[src/rtl/div_pkg.sv]
package div_pkg;
    typedef enum logic [1:0] {
        ST_IDLE = 2'd0,
        ST_RUN  = 2'd1,
        ST_FIN  = 2'd2
    } div_state_e;
endpackage

[src/rtl/div_trial_sub.sv]
// One restoring step: shift in the next dividend bit, trial-subtract the divisor.
module div_trial_sub #(
    parameter int W = 8
) (
    input  logic [W-1:0] rem_i,
    input  logic         next_bit_i,
    input  logic [W-1:0] div_i,
    output logic         fits_o,
    output logic [W-1:0] rem_o
);
    localparam int PW = W + 1;

    logic [PW-1:0] partial;
    logic [PW:0]   diff;
    logic          unused_hi;

    always_comb begin
        partial = {rem_i, next_bit_i};
        diff    = {1'b0, partial} - {2'b00, div_i};
        fits_o  = ~diff[PW];
        // Remainder is always below the divisor, so only W bits survive.
        rem_o   = fits_o ? diff[W-1:0] : partial[W-1:0];
    end

    assign unused_hi = diff[W] ^ partial[W];
endmodule

[src/rtl/div_iter_cnt.sv]
// Down-counter tracking the remaining steps; last_o marks the final one.
module div_iter_cnt #(
    parameter int W = 8
) (
    input  logic clk,
    input  logic rst_n,
    input  logic load_i,
    input  logic step_i,
    output logic last_o
);
    localparam int CW = (W > 2) ? $clog2(W) : 1;
    localparam logic [CW-1:0] LOAD_VAL = CW'(W - 1);

    logic [CW-1:0] cnt_d, cnt_q;

    always_comb begin
        cnt_d = cnt_q;
        if (load_i) begin
            cnt_d = LOAD_VAL;
        end else if (step_i && (cnt_q != '0)) begin
            cnt_d = cnt_q - 1'b1;
        end
    end

    always_ff @(posedge clk or negedge rst_n) begin
        if (!rst_n) begin
            cnt_q <= '0;
        end else begin
            cnt_q <= cnt_d;
        end
    end

    assign last_o = (cnt_q == '0);
endmodule

[src/rtl/restoring_divider.sv]
module restoring_divider
    import div_pkg::*;
#(
    parameter int W = 8
) (
    input  logic         clk,
    input  logic         rst_n,
    input  logic         start,
    input  logic [W-1:0] dividend_i,
    input  logic [W-1:0] divisor_i,
    output logic [W-1:0] quot_o,
    output logic [W-1:0] rem_o,
    output logic         done_o
);
    typedef struct packed {
        div_state_e   st;
        logic [W-1:0] rem;
        logic [W-1:0] quo;
        logic [W-1:0] div;
    } div_regs_t;

    div_regs_t    r_d, r_q;
    logic         busy;
    logic         accept;
    logic         last_step;
    logic         fits;
    logic [W-1:0] rem_step;

    assign busy   = (r_q.st == ST_RUN);
    assign accept = start && !busy;

    div_trial_sub #(.W(W)) u_sub (
        .rem_i      (r_q.rem),
        .next_bit_i (r_q.quo[W-1]),
        .div_i      (r_q.div),
        .fits_o     (fits),
        .rem_o      (rem_step)
    );

    div_iter_cnt #(.W(W)) u_cnt (
        .clk    (clk),
        .rst_n  (rst_n),
        .load_i (accept),
        .step_i (busy),
        .last_o (last_step)
    );

    always_comb begin
        r_d = r_q;
        unique case (r_q.st)
            ST_RUN: begin
                r_d.rem = rem_step;
                r_d.quo = {r_q.quo[W-2:0], fits};
                if (last_step) begin
                    r_d.st = ST_FIN;
                end
            end
            default: begin
                if (start) begin
                    r_d.st  = ST_RUN;
                    r_d.rem = '0;
                    r_d.quo = dividend_i;
                    r_d.div = divisor_i;
                end
            end
        endcase
    end

    always_ff @(posedge clk or negedge rst_n) begin
        if (!rst_n) begin
            r_q <= '{st: ST_IDLE, rem: '0, quo: '0, div: '0};
        end else begin
            r_q <= r_d;
        end
    end

    assign quot_o = r_q.quo;
    assign rem_o  = r_q.rem;
    assign done_o = (r_q.st == ST_FIN);
endmodule

[config.mk]
export PLATFORM = sky130hd
export DESIGN_NAME = restoring_divider
export DESIGN_NICKNAME = d
export VERILOG_FILES = /design/src/rtl/div_pkg.sv /design/src/rtl/div_trial_sub.sv /design/src/rtl/div_iter_cnt.sv /design/src/rtl/restoring_divider.sv
export SDC_FILE = /design/constraint.sdc
export NUM_CORES = 1
export LEC_CHECK = 0
export ABC_AREA = 1
export BUFFER_PORTS_ARGS = -buffer_cell sky130_fd_sc_hd__buf_4
export CORE_MARGIN = 5
export CORE_UTILIZATION = 55
export DETAILED_ROUTE_END_ITERATION = 10
export GPL_TIMING_DRIVEN = 0
export PLACE_DENSITY = 0.82
export SETUP_SLACK_MARGIN = 0.05
export SLEW_MARGIN = 30
export SYNTH_ARGS = -nofsm -noshare
export SYNTH_HDL_FRONTEND = slang
export SYNTH_SLANG_ARGS = --single-unit
export TNS_END_PERCENT = 50
[constraint.sdc]
create_clock -name clk -period 2.2 [get_ports clk]
set_input_delay 0 -clock clk [delete_from_list [all_inputs] [get_ports clk]]
set_output_delay 0 -clock clk [all_outputs]
set_load 0.1 [all_outputs]
# After elaboration in Yosys (flattened, before gate mapping)
# Cells that the tools add are included.
word_totals:
  wordCells: 27
  out_inout_bits: 17
  input_bits: 19
  ff_bits: 29
op_classes:
  n_eq_ne: 3
  bitwise: 2
  add_sub_neg: 2
  n_reduce_logical: 9
  mux: 6
ops:
  columns: ["cell", "n"]
  rows:
  - ["26-bit two-way mux", 1]
  - ["18-bit two-way mux", 1]
  - ["9-bit by 8-bit subtractor with 10-bit output", 1]
  - ["8-bit two-way mux", 1]
  - ["3-bit two-way mux", 2]
  - ["2-bit AND reduction", 2]
  - ["2-bit nonzero test", 2]
  - ["3-bit zero test", 1]
  - ["3-bit nonzero test", 1]
  - ["3-bit by 1-bit subtractor with 3-bit output (second input constant)", 1]
  - ["2-bit by 1-bit == test with 1-bit output (second input constant)", 1]
  - ["2-bit == test (second input constant)", 1]
  - ["1-bit logical AND", 2]
  - ["2-bit two-way mux", 1]
  - ["2-bit by 1-bit != test with 1-bit output (second input constant)", 1]
  - ["1-bit NOT", 2]
  - ["1-bit zero test", 1]

# Depth between registers and ports, before layout
logic_depth:
  word_depth: 4
  ltp_mapped: 12

# Hierarchy
# A second synthesis with hierarchy kept.
unflattened:
  cells_unflattened: 284
  area_unflattened_um2: 2084.5
modules_own_cells:
  columns: ["module", "area_each_um2", "cells_each", "seq_area_each_um2", "n_inst"]
  rows:
  - ["restoring_divider", 1300.0, 158, 650.6, 1]
  - ["div_trial_sub", 610.6, 104, 0.0, 1]
  - ["div_iter_cnt", 173.9, 22, 75.1, 1]

# Least setup slack after synthesis
# Ideal clock, no wire load.
synth_path:
  path_kind: "reg-to-reg"
  start: "reg r_q (netlist bit quot_o[7])"
  end: "reg r_q (netlist bit rem_o[6])"
  stages_incl_launch_ff: 13
  synth_period_minus_slack_ns: 1.644
  path_buffers: 0
  arrival_time_ns: 1.527
  setup_slack_ns: 0.556
  setup_ns: 0.116
  cell_sequence: "dfrtp_1 -> inv_1 -> ha_1 -> inv_1 -> fa_1 -> nand3_1 -> nand2_1 -> nand2_1 -> nand2_1 -> nand2_1 -> nand3_1 -> nand2_1 -> nand2_1"
synth_between:
  elab_chain_cells: 3
synth_rtl:
  columns: ["element", "line_no", "text"]
  rows:
  - ["start, declared", "restoring_divider.sv:22", "div_regs_t r_d, r_q;"]
  - ["start signal, assigned", "restoring_divider.sv:71", "r_q <= '{st: ST_IDLE, rem: '0, quo: '0, div: '0};"]
  - ["start signal, assigned", "restoring_divider.sv:73", "r_q <= r_d;"]
  - ["9-bit by 8-bit subtractor with 10-bit output", "div_trial_sub.sv:19", "diff = {1'b0, partial} - {2'b00, div_i};"]
  - ["8-bit two-way mux", "div_trial_sub.sv:22", "rem_o = fits_o ? diff[W-1:0] : partial[W-1:0];"]
  - ["18-bit two-way mux", "restoring_divider.sv:50", "unique case (r_q.st)"]
# Every way passes these cells.
# A chain may end at the register's enable or synchronous reset.

# Final worst setup path
layout_path:
  start: "reg r_q (netlist bit rem_o[2])"
  end: "reg r_q (netlist bit rem_o[7])"
# Same word-level chain as after synthesis.

==> run_results.csv <==
group,metric,value,unit
logic_synthesis,synth_area_leaders,"dfrtp_1 (39%), nand2_1 (16%), inv_1 (7.0%)",
logic_synthesis,yosysUniqueCellTypes,27,
clocking,cts_resized,0,
setup_path,reg2reg_slack,370,ps
sta,fin_crit_sh,83.0,%
drt,first_pass_iters,4,
setup_path,critPathLaunchType,"flip-flop",
logic_synthesis,netlist_instances,241,
die,fp.dieH,68.3,um
setup_path,r2r-start,"rem_o[2]",
placement,hpwl,2.90,mm
logic_synthesis,synth_edf_count,0,
layout,num-fill-cells,243,
clocking,htree_levels,2,
drt,antenna_left,0,
layout,antenna_cells,0,
global_routing,use_met1,24.8,%
sta,hold_viol,0,
global_routing,busiest_layer,"met2",
setup_path,cp.arrival,2050,ps
global_routing,grt_antenna_before_repair,0,
drt,vias,1690,
sta,final-setup-viol-count,0,
drt,drt_iter0_drc,88,
logic_synthesis,synthArstFlopShare,100,%
clocking,clkLatencyLatePin,320,ps
sta,tns,0,ps
global_routing,grt_pass1_vias,1628,
drt,drcViolationCount,0,
clocking,path_clk_slew,90,ps
layout,drive_gt1_share,24.9,%
drt,drt_wl_total,4.06,mm
setup_path,r2r_cells,11,
die,placementRows,21,
global_routing,grt_max_degree,30,
placement,io_buffers,35,
logic_synthesis,ys_top_cells_by_count,"nand2_1 (81), inv_1 (35), dfrtp_1 (29), nand3_1 (20), buf_4 (16)",
setup_path,cp-startpoint,"rem_o[2]",
drt,drt-vias-per-instance,4.87,
clocking,cts.sinks,29,
placement,dp.cells,322,
logic_synthesis,synth_seq_cells,29,
logic_synthesis,synth.avg_cell_area,7.76,um^2
logic_synthesis,syn-num-nets,271,
sta,fin_crit,1830,ps
sta,grt_setup_unrepaired,"false",
die,dieArea,4670,um^2
global_routing,grt_pass1_wl,7.12,mm
logic_synthesis,syn_area,1870,um^2
logic_synthesis,synth_top_cell_area_share,38.8,%
layout,stdcell_count,347,
logic_synthesis,yosysWarnings,0,
clocking,cts-buffers-inserted,5,
layout,area_growth,29.7,%
layout,final_net_count,331,
die,fp.dieW,68.3,um
sta,worst_pin_slew,369,ps
clocking,cts_tree,"built",
sta,report.final.slew_viol_count,0,
sta,finalClockSkew,11.0,ps
clocking,clockBufferDepth,2,
outcome,status,"completed",
clocking,clockRootBuffer,"clkbuf_4",
die,ios,36,
global_routing,grt_usage,20.4,%
die,start_util,56.5,%
drt,post_drt_wl_per_cell,11.7,um
logic_synthesis,synthMostInstantiatedCell,"nand2_1",
setup_path,critical_path.endpoint_type,"flip-flop",
sta,slew_headroom,75.4,%
global_routing,grtUsageMet2,36.1,%
run,drv_cap,0,
global_routing,grt.met3_usage,4.60,%
setup_path,path_max_fanout,9,
clocking,post_cts_buffers,0,
setup_path,crit_required,2420,ps
die,coreArea,3310,um^2
setup_path,crit_type,"reg2reg",
sta,maxClockFrequency,548,MHz
logic_synthesis,yosysTopAreaCell,"dfrtp_1",
logic_synthesis,seq_area_frac_synth,38.8,%
min_path,hp-class,"in2async",
logic_synthesis,synth-main-ff-cell,"dfrtp_1",
setup_path,r2r_end,"rem_o[7]",
global_routing,gr-total-overflow,0,
placement,gp_congestion,0.864,
layout by cell type, fill, tap and decap left out, drive strengths merged:
cell type	n
o21a	1
nand2	86
o21ai	10
nand3	22
ha	10
or2	1
clkbuf	7
xnor2	3
buf	55
a22oi	1
dfrtp	29
dlygate4sd3	18
nand4	7
inv	36
mux2	1
nor2	5
o221ai	1
fa	1
o211ai	1
a21oi	6
kinds of logic after synthesis:
group           after synthesis  synth area share, %
buf+inv                      56                 14.7
compound gates               20                 6.56
flops                        29                 38.8
mux                           1                0.602
simple gates                121                 30.2
xor+xnor                      3                 1.40
fa+ha+maj                    11                 7.76
metal layers:
layer	share of wire, %	routed length, um	up-vias
li1	-	-	865
met1	44	1780	775
met2	50	2050	43
met3	4.2	172	7
met4	1.5	61	0
met5	0	0	-
metrics by stage:
stage / setup slack, ps / area, um^2 / util, % / hold WS [ps]
finish: 374 / 2430 / 73.3 / 120
global placement: 419 / 2190 / 66.2 / -57.3
CTS: 360 / 2430 / 73.3 / 127
detailed placement: 375 / 2190 / 66.2 / -58.3
global route: 180 / 2430 / 73.3 / 152
floorplan: 556 / 1870 / - / -296
repair_timing:
action,CTS,global route
endpoints found under the hold margin,47,0
hold buffers,18,0
endpoints found under the setup margin,0,0
flip-flops by register name (all words and copies together) (netlist names):
signal / cells
u_cnt.cnt_q: 3
quot_o: 8
rem_o: 8
r_q: 10
worst max-delay path, stage by stage (launching register included):
cell and delay (ps):
dfrtp_1 430, ha_1 380, nand2_2 140, inv_1 70, nand2_2 80, nand2_1 60, nand2_2 150, nand3_4 160
nand2_4 110, nand2_1 60, nand2_1 50, nand2_1 50
worst max-delay path by stage:
stage,end,slack [ps]
2_1_floorplan,rem_o[6],560
3_3_place_gp,rem_o[6],420
3_5_place_dp,rem_o[7],380
4_1_cts,rem_o[7],360
5_1_grt,rem_o[6],180
6_report,rem_o[7],370
final cells by class:
cell class	count	area [um^2]	share of cell area [%]
buffer	20	140	5.78
clock buffer	7	55.1	2.27
inverter	36	135	5.57
multi-input combinational	156	870	35.8
sequential	29	726	29.9
tap	46	57.6	2.37
timing repair buffer	53	443	18.3
Power is not shown: default switching activity piles up to over one toggle a cycle in this logic, so the estimate is an artifact.
